`src/rtl/pwm_shadow_pkg.sv`:
```
package pwm_shadow_pkg;
  localparam int CNT_W  = 16;
  localparam int PS_W   = 2;
  localparam int CTRL_W = PS_W + 2;
  localparam int POL_BIT = PS_W;
  localparam int EN_BIT  = PS_W + 1;

  localparam logic [1:0] ADDR_CTRL   = 2'd0;
  localparam logic [1:0] ADDR_DUTY   = 2'd1;
  localparam logic [1:0] ADDR_PERIOD = 2'd2;

  typedef struct packed {
    logic load;
    logic dropEn;
  } pwmStrobes_t;
endpackage

```
`src/rtl/pwm_shadow_ctl.sv`:
```
module pwm_shadow_ctl
  import pwm_shadow_pkg::*;
#(
  parameter int DATA_W = CNT_W
) (
  input  logic              clk,
  input  logic              rstN,
  input  logic              wrEn,
  input  logic [1:0]        wrAddr,
  input  logic [DATA_W-1:0] wrData,
  input  logic              atBoundary,
  input  logic              actEnabled,
  output logic [CTRL_W-1:0] shCtrl,
  output logic [CNT_W-1:0]  shDuty,
  output logic [CNT_W-1:0]  shPeriod,
  output logic              pending,
  output pwmStrobes_t       strobes
);
  logic periodWrite;

  assign periodWrite = wrEn && (wrAddr == ADDR_PERIOD);

  always_comb begin
    strobes.load   = atBoundary && pending;
    strobes.dropEn = atBoundary && !pending && actEnabled && !shCtrl[EN_BIT];
  end

  always_ff @(posedge clk or negedge rstN) begin
    if (!rstN) begin
      shCtrl   <= '0;
      shDuty   <= '0;
      shPeriod <= '0;
      pending  <= 1'b0;
    end else begin
      if (wrEn) begin
        case (wrAddr)
          ADDR_CTRL:   shCtrl   <= wrData[CTRL_W-1:0];
          ADDR_DUTY:   shDuty   <= wrData[CNT_W-1:0];
          ADDR_PERIOD: shPeriod <= wrData[CNT_W-1:0];
          default: ;
        endcase
      end
      if (periodWrite)       pending <= 1'b1;
      else if (strobes.load) pending <= 1'b0;
    end
  end
endmodule

```
`src/rtl/pwm_shadow_dp.sv`:
```
module pwm_shadow_dp
  import pwm_shadow_pkg::*;
(
  input  logic              clk,
  input  logic              rstN,
  input  pwmStrobes_t       strobes,
  input  logic [CTRL_W-1:0] shCtrl,
  input  logic [CNT_W-1:0]  shDuty,
  input  logic [CNT_W-1:0]  shPeriod,
  output logic              atBoundary,
  output logic              actEnabled,
  output logic              running,
  output logic              pwmOut
);
  localparam int DIV_W = (1 << PS_W) - 1;

  logic [PS_W-1:0]  actPresc;
  logic             actPol;
  logic [CNT_W-1:0] actDuty;
  logic [CNT_W-1:0] actPeriod;
  logic [DIV_W-1:0] divCnt;
  logic [DIV_W-1:0] divMask;
  logic [CNT_W-1:0] tickCnt;
  logic [CNT_W-1:0] lastCount;
  logic             tick;
  logic             lastTick;

  assign running   = actEnabled && (actPeriod != '0);
  assign divMask   = ~({DIV_W{1'b1}} << actPresc);
  assign tick      = running && (divCnt == divMask);
  assign lastCount = actPeriod - CNT_W'(1);
  assign lastTick  = tick && (tickCnt == lastCount);
  assign atBoundary = !running || lastTick;
  assign pwmOut    = running && ((tickCnt < actDuty) ^ actPol);

  always_ff @(posedge clk or negedge rstN) begin
    if (!rstN) begin
      actPresc   <= '0;
      actPol     <= 1'b0;
      actEnabled <= 1'b0;
      actDuty    <= '0;
      actPeriod  <= '0;
      divCnt     <= '0;
      tickCnt    <= '0;
    end else if (strobes.load) begin
      actPresc   <= shCtrl[PS_W-1:0];
      actPol     <= shCtrl[POL_BIT];
      actEnabled <= shCtrl[EN_BIT];
      actDuty    <= shDuty;
      actPeriod  <= shPeriod;
      divCnt     <= '0;
      tickCnt    <= '0;
    end else if (strobes.dropEn) begin
      actEnabled <= 1'b0;
      divCnt     <= '0;
      tickCnt    <= '0;
    end else if (running) begin
      divCnt <= tick ? '0 : divCnt + DIV_W'(1);
      if (tick) tickCnt <= lastTick ? '0 : tickCnt + CNT_W'(1);
    end
  end
endmodule

```
`src/rtl/pwm_shadow_chan.sv`:
```
module pwm_shadow_chan
  import pwm_shadow_pkg::*;
(
  input  logic        clk,
  input  logic        rstN,
  input  logic        wrEn,
  input  logic [1:0]  wrAddr,
  input  logic [15:0] wrData,
  output logic        pwmOut,
  output logic        isRunning,
  output logic        commitPending
);
  pwmStrobes_t       strobes;
  logic [CTRL_W-1:0] shCtrl;
  logic [CNT_W-1:0]  shDuty;
  logic [CNT_W-1:0]  shPeriod;
  logic              atBoundary;
  logic              actEnabled;

  pwm_shadow_ctl #(.DATA_W(16)) ctl_i (
    .clk(clk), .rstN(rstN), .wrEn(wrEn), .wrAddr(wrAddr), .wrData(wrData),
    .atBoundary(atBoundary), .actEnabled(actEnabled),
    .shCtrl(shCtrl), .shDuty(shDuty), .shPeriod(shPeriod),
    .pending(commitPending), .strobes(strobes)
  );

  pwm_shadow_dp dp_i (
    .clk(clk), .rstN(rstN), .strobes(strobes),
    .shCtrl(shCtrl), .shDuty(shDuty), .shPeriod(shPeriod),
    .atBoundary(atBoundary), .actEnabled(actEnabled),
    .running(isRunning), .pwmOut(pwmOut)
  );
endmodule

```
`config.mk`:
```
export PLATFORM = sky130hd
export DESIGN_NAME = pwm_shadow_chan
export DESIGN_NICKNAME = d
export VERILOG_FILES = /design/src/rtl/pwm_shadow_pkg.sv /design/src/rtl/pwm_shadow_ctl.sv /design/src/rtl/pwm_shadow_dp.sv /design/src/rtl/pwm_shadow_chan.sv
export SDC_FILE = /design/constraint.sdc
export NUM_CORES = 1
export LEC_CHECK = 0
export ABC_AREA = 0
export BUFFER_PORTS_ARGS = -buffer_cell sky130_fd_sc_hd__buf_2
export CORE_ASPECT_RATIO = 0.7
export CORE_MARGIN = 10
export CORE_UTILIZATION = 44
export CTS_CLUSTER_SIZE = 10
export DETAILED_ROUTE_END_ITERATION = 16
export MAX_ROUTING_LAYER = met4
export SYNTH_ARGS = -nofsm -noshare
export SYNTH_HDL_FRONTEND = slang
export SYNTH_SLANG_ARGS = --single-unit
```
`constraint.sdc`:
```
create_clock -name clk -period 4.8 [get_ports clk]
set_input_delay 0.48 -clock clk [delete_from_list [all_inputs] [get_ports clk]]
set_output_delay 0.48 -clock clk [all_outputs]
set_load 0.02 [all_outputs]
```
* After elaboration in Yosys (flattened, before gate mapping)
Index checks and enable logic that the tools add are counted.
Widths: inputs -> output; s select.
** Word-level totals
- Register bits :: 92
- Input bits :: 21
- Word-level logic and storage cells :: 58
** Cells by class
- Add/sub/neg operators :: 3
- Order comparisons :: 1
- Eq/ne operators :: 4
- Shifts and indexed selects :: 1
- Mux-type cells :: 13
- Bitwise logic cells :: 2
- Reduce and logical (&&, ||, !) cells :: 23
** Operators with widths (number)
- $mux 16 :: 5
- $add 16x1->16 const B :: 1
- $eq 16x16->1 :: 1
- $lt 16x16->1 :: 1
- $reduce_bool 16->1 :: 1
- $sub 16x1->16 const B :: 1
- $mux 3 :: 4
- $logic_and 1x1->1 :: 9
- $reduce_and 2->1 :: 4
- $reduce_bool 3->1 :: 2
- $mux 1 :: 4
- $reduce_bool 2->1 :: 2
- $add 3x1->3 const B :: 1
- $eq 3x3->1 :: 1
- $logic_not 1->1 :: 3
- $not 3->3 :: 1
- $shl 3x2->3 const A :: 1
- $eq 2x1->1 const B :: 1
- $eq 2x2->1 const B :: 1
- $logic_not 2->1 :: 1
- $logic_or 1x1->1 :: 1
- $xor 1x1->1 :: 1

* Depth between registers and ports, before layout
- Depth after elaboration :: 11
- Gate-level depth with buffers :: 11
- Mapped depth without buffers :: 10

* By module
From an unflattened synthesis, not the netlist that was laid out.
** Unflattened totals
- Cells, all modules :: 416
- Area, all modules :: 4810.9 µm²
** Modules (own cells, without submodules)
- pwm_shadow_dp :: instances 1, cells an instance 334, area an instance 3294.4 µm², sequential area each 1376.3 µm²
- pwm_shadow_ctl :: instances 1, cells an instance 82, area an instance 1516.5 µm², sequential area each 925.9 µm²

* Worst setup path after synthesis
Ideal clock, no wire load.
- Path type :: flip-flop to flip-flop
- Start point :: register dp_i.actPeriod[0]
- End point :: register dp_i.actDuty[0]
- Setup time :: 0.125 ns
- Arrival time :: 2.911 ns
- Required time :: 4.675 ns
- Path slack :: 1.764 ns
- Cell stages (with the launch flop) :: 12
- Path buffers :: 1
- Clock period less this slack :: 3.036 ns
- Cell sequence :: dfrtp_1 > inv_1 > ha_1 > nor2b_1 > nand4b_2 > or4b_1 > o211ai_1 > o21ai_1 > nor4_4 > o21ai_2 > buf_6 > mux2_4
** Between the ends
- Longest elaborated chain between the ends :: 6
- Elaborated cells on any way between the ends :: 9
- Those cells by class :: 1 x add/sub; 1 x eq/ne; 7 x reduce/logical
** RTL lines
- start: declaration :: line pwm_shadow_dp.sv:20 : logic [CNT_W-1:0] actPeriod;
- start signal: assignment :: line pwm_shadow_dp.sv:50 : actPeriod <= shPeriod;
- parallel branches: the longest is 4 deep, another holds $sub 16x1->16
- $logic_or 1x1->1 (*) :: line pwm_shadow_dp.sv:33 : assign atBoundary = !running || lastTick;
- $logic_and 1x1->1 (*) :: line pwm_shadow_ctl.sv:24 : strobes.load = atBoundary && pending;
- end signal: assignment :: line pwm_shadow_dp.sv:49 : actDuty <= shDuty;
- end: declaration :: line pwm_shadow_dp.sv:19 : logic [CNT_W-1:0] actDuty;
Every way passes the cells marked *.
A chain may end at the register's enable or synchronous reset.

* Worst setup path in the final report
- Start point :: register dp_i.actPeriod[0]
- End point :: register dp_i.actPeriod[1]
** Between the ends
- Longest elaborated chain between the ends :: 6
- Elaborated cells on any way between the ends :: 9
- Those cells by class :: 1 x add/sub; 1 x eq/ne; 7 x reduce/logical
** RTL lines (line)
- parallel branches: the longest is 4 deep, another holds $sub 16x1->16
- $logic_or 1x1->1 (*) :: pwm_shadow_dp.sv:33
- $logic_and 1x1->1 (*) :: pwm_shadow_ctl.sv:24
Marked as above.

==> qor.log <==
INFO  placement      place.gp.congestion=0.830
INFO  worst_setup_path cp_slowest_cell=sky130_fd_sc_hd__nor3_1
INFO  timing         timing.final.hold_violations=0
INFO  finish         num-fill-cells=1011
INFO  finish         layoutNonFillerInstCount=605
INFO  worst_setup_path reg2reg_from=dp_i.actPeriod[0]
INFO  worst_setup_path worst-path-buf-inv=2
INFO  power_and_ir_drop ir_worst_vdd=0.256mV
INFO  clock_network  path_clk_slew=70ps
INFO  finish         final_design_area_no_fill=5460squm
INFO  worst_setup_path crit_type=reg2reg
INFO  placement      postPlaceCellArea=5180squm
INFO  floorplanning  initial_utilization=44.7%
INFO  power_and_ir_drop power.density=484nW/um^2
INFO  synth          ys_ff_latch=92
INFO  timing         final-max-slew-violation-count=0
INFO  synth          synth.yosys.seq_area_share=47.0%
INFO  placement      port-buffer-count=23
INFO  floorplanning  placementRows=32
INFO  worst_setup_path max_stage_delay=640ps
INFO  finish         antenna_cells=0
INFO  worst_setup_path worstSetupEndpointType=register
INFO  detailed_routing initial_drc_count=199
INFO  clock_network  cts_setup_buffers=0
INFO  finish         nets=487
INFO  global_routing grt_use_met1=19.8%
INFO  worst_setup_path cp_data_required_time=5030ps
INFO  outcome        outcome=completed
INFO  synth          synth_edf_count=0
INFO  synth          synth_async_sr_flop_share=100%
INFO  clock_network  ctsResizeCount=0
INFO  synth          count_of_synthesis_stage_warnings_from_yosys=0
INFO  clock_network  clock-sinks=92
INFO  placement      dp_cells=589
INFO  global_routing grt_max_degree=54
INFO  clock_network  cts_buffers=9
INFO  floorplanning  die_footprint=15800squm
INFO  floorplanning  dieWidth=146microns
INFO  synth          synth_cells=422
INFO  worst_setup_path timing.reg2reg.worst_path_depth=10
INFO  global_routing groute.layer.met3.usage=3.80%
INFO  timing         tns=0ps
INFO  detailed_routing via_per_inst=5.36
INFO  power_and_ir_drop leakage=2.55nW
INFO  finish         multi_input_comb_area=2450squm
INFO  worst_setup_path arr_time_crit_path=3750ps
INFO  timing         layout_worst_path_cycle_share=73.3%
INFO  global_routing groute.layer.met2.usage=20.0%
INFO  floorplanning  floorplan.core_area=11000squm
INFO  timing         finalClockSkew=5.95ps
INFO  worst_hold_path hp-class=in2async
INFO  global_routing grt-busiest-layer=met2
INFO  flow_run       maxCapViolCount=0
INFO  clock_network  clk_root_buffer_cell=sky130_fd_sc_hd__clkbuf_16
INFO  finish         post_route_cells_drive_above_1_share=25.4%
INFO  worst_setup_path critical_path.cell_chain=nor3_1 > nand4_1 > xnor2_1 > o221ai_1 > a21oi_1 > nor4_4 > buf_4 > o21ai_4 > buf_4 > mux2_1
INFO  synth          syn-cell-area=4900squm
INFO  worst_setup_path ff2ff_setup_slack=1280ps
INFO  worst_setup_path worst_setup_path_start_kind=register
INFO  synth          synth-main-ff-cell=sky130_fd_sc_hd__dfrtp_1
INFO  synth          synth_area_leader_cell=sky130_fd_sc_hd__dfrtp_1
INFO  synth          synthDominantCellAreaShare=47.0%
INFO  worst_setup_path regToRegEndpoint=dp_i.actPeriod[1]
INFO  worst_setup_path critical_path.top_delay_family=simple AND/OR/NAND/NOR gates
INFO  timing         max_slew.worst_pin.slew=989ps
INFO  synth          synthTopCellsByArea=sky130_fd_sc_hd__dfrtp_1, sky130_fd_sc_hd__mux2_4, sky130_fd_sc_hd__mux2_2
INFO  synth          post_synth_net_total=462
INFO  finish         syn2layout_area_growth=11.4%
INFO  detailed_routing via_count=3244
INFO  clock_network  clock_tree.buffer_depth=2
INFO  global_routing vias_in_the_first_global_route=3367
INFO  timing         rsz0062_at_grt=false
INFO  clock_network  clk-insertion-delay-late=350ps
INFO  clock_network  ctsHoldBuffers=0
INFO  detailed_routing count_of_nets_left_with_antenna_violations_after_detail_routing=0
INFO  global_routing grt-ovfl-total=0
INFO  synth          synth_area_per_cell=11.6squm
INFO  clock_network  clock_tree_from_tritoncts=built
INFO  global_routing grt_antenna_before_repair=0
INFO  worst_setup_path critical_path.most_common_cell=sky130_fd_sc_hd__buf_4
INFO  finish         area.sequential=2300squm
INFO  detailed_routing detail_route.wl_per_cell=16.8microns
INFO  floorplanning  die_h=108microns
INFO  placement      detailedPlacementHpwl=7.50mm
INFO  worst_setup_path critPathMaxFanout=35
INFO  floorplanning  io-pin-count=24
INFO  timing         highest_clock_rate=284MHz
INFO  timing         finalSetupViolations=0
INFO  clock_network  ctsHtreeMaxLevel=3
INFO  global_routing global_route_wire_length_before_repair=17.6mm
INFO  timing         slew-limit-headroom=33.9%
INFO  global_routing total_routing_resource_utilization_after_global_routing=14.3%
INFO  detailed_routing drtPass1Iterations=5
INFO  synth          yosysUniqueCellTypes=50
INFO  detailed_routing routed_wl=10.2mm
INFO  detailed_routing post-route-drc-count=0
INFO  timing         period_needed=3520ps
## through the flow
stage	power, mW	hold slack (ps)	setup slack (ps)	utilization, %
global route	2.83	141	943	49.8
CTS	2.68	116	1260	49.8
detailed placement	1.98	472	1290	47.2
floorplan	1.77	184	1760	-
global placement	1.94	470	1430	47.2
finish	2.64	101	1280	49.8
## worst max-delay path by stage
stage                         to  slack (ps)  cells past startpoint         startpoint
4_1_cts        dp_i.actPeriod[1]        1260                     10  dp_i.actPeriod[1]
3_3_place_gp    dp_i.actDuty[14]        1430                     12  dp_i.actPeriod[0]
2_1_floorplan    dp_i.actDuty[0]        1760                     11  dp_i.actPeriod[0]
6_report       dp_i.actPeriod[1]        1280                     10  dp_i.actPeriod[0]
5_1_grt        dp_i.actPeriod[1]         940                     10  dp_i.actPeriod[1]
3_5_place_dp   dp_i.actPeriod[1]        1290                     12  dp_i.actPeriod[0]
## cells in the mapped netlist (all sizes together), types with 2 or more instances
library cell and instances:
nor2 14, nor3b 2, or2 3, nor2b 3, nand2 25, nor4 4
nor4b 2, or4 2, buf 3, ha 19, a21o 13, mux2 70
o211ai 4, and3 3, nand4 5, a21oi 18, dfrtp 92, xor2 5
or3 13, o221ai 2, nand2b 4, o31ai 3, clkbuf 10, xnor2 20
o2111ai 2, nand3 23, nand3b 6, inv 23, o21ai 10, nand4b 2
nor3 5
## cell type report
type	instances	share of cell area, %
clock inverters	6	1.03
clock buffers	10	4.19
flip-flops and latches	92	42.1
multi-input cells	294	44.8
well taps	153	3.50
repair buffers	27	2.70
inverters	23	1.58
## flip-flops by register name, indices dropped and copies added, names as in the netlist
register and flops:
dp_i.actDuty 16, dp_i.actPresc 2, ctl_i.shCtrl 4, dp_i.tickCnt 16, ctl_i.shPeriod 16, ctl_i.pending 1
dp_i.divCnt 3, ctl_i.shDuty 16, dp_i.actEnabled 1, dp_i.actPeriod 16, dp_i.actPol 1
## layer usage
metal  wire length, microns  vias up
met2                   4220       66
li1                       -     1572
met4                    134        0
met1                   5130     1595
met3                    692       11
met5                      0        -
## cell usage in the layout (no fill, tap or decap), types with 4 or more instances in the layout
cell,n
sky130_fd_sc_hd__a21oi_1,18
sky130_fd_sc_hd__buf_4,5
sky130_fd_sc_hd__xor2_1,5
sky130_fd_sc_hd__nand2b_1,4
sky130_fd_sc_hd__ha_1,19
sky130_fd_sc_hd__mux2_1,5
sky130_fd_sc_hd__nand3_1,23
sky130_fd_sc_hd__nand4_1,5
sky130_fd_sc_hd__or3_1,13
sky130_fd_sc_hd__xnor2_1,20
sky130_fd_sc_hd__clkbuf_16,9
sky130_fd_sc_hd__dfrtp_1,92
sky130_fd_sc_hd__nand2_1,25
sky130_fd_sc_hd__nor2_1,14
sky130_fd_sc_hd__nand3b_1,6
sky130_fd_sc_hd__o21ai_0,6
sky130_fd_sc_hd__inv_1,23
sky130_fd_sc_hd__a21o_1,13
sky130_fd_sc_hd__buf_2,22
sky130_fd_sc_hd__mux2_2,35
sky130_fd_sc_hd__o211ai_1,4
sky130_fd_sc_hd__mux2_4,30
sky130_fd_sc_hd__nor3_1,5
## where the power goes
part / internal [mW] / switching (mW)
combinational: 0.425 / 0.329
clock: 0.363 / 0.323
sequential: 0.985 / 0.219
## cell families after synthesis
group,after synthesis,synth area share [%]
simple gates,119,13.8
flops,92,47.0
mux,70,18.4
compound gates,61,8.30
buf+inv,36,3.22
xor+xnor,25,4.47
fa+ha+maj,19,4.85
No activity file was read; power rests on OpenSTA's default activity.
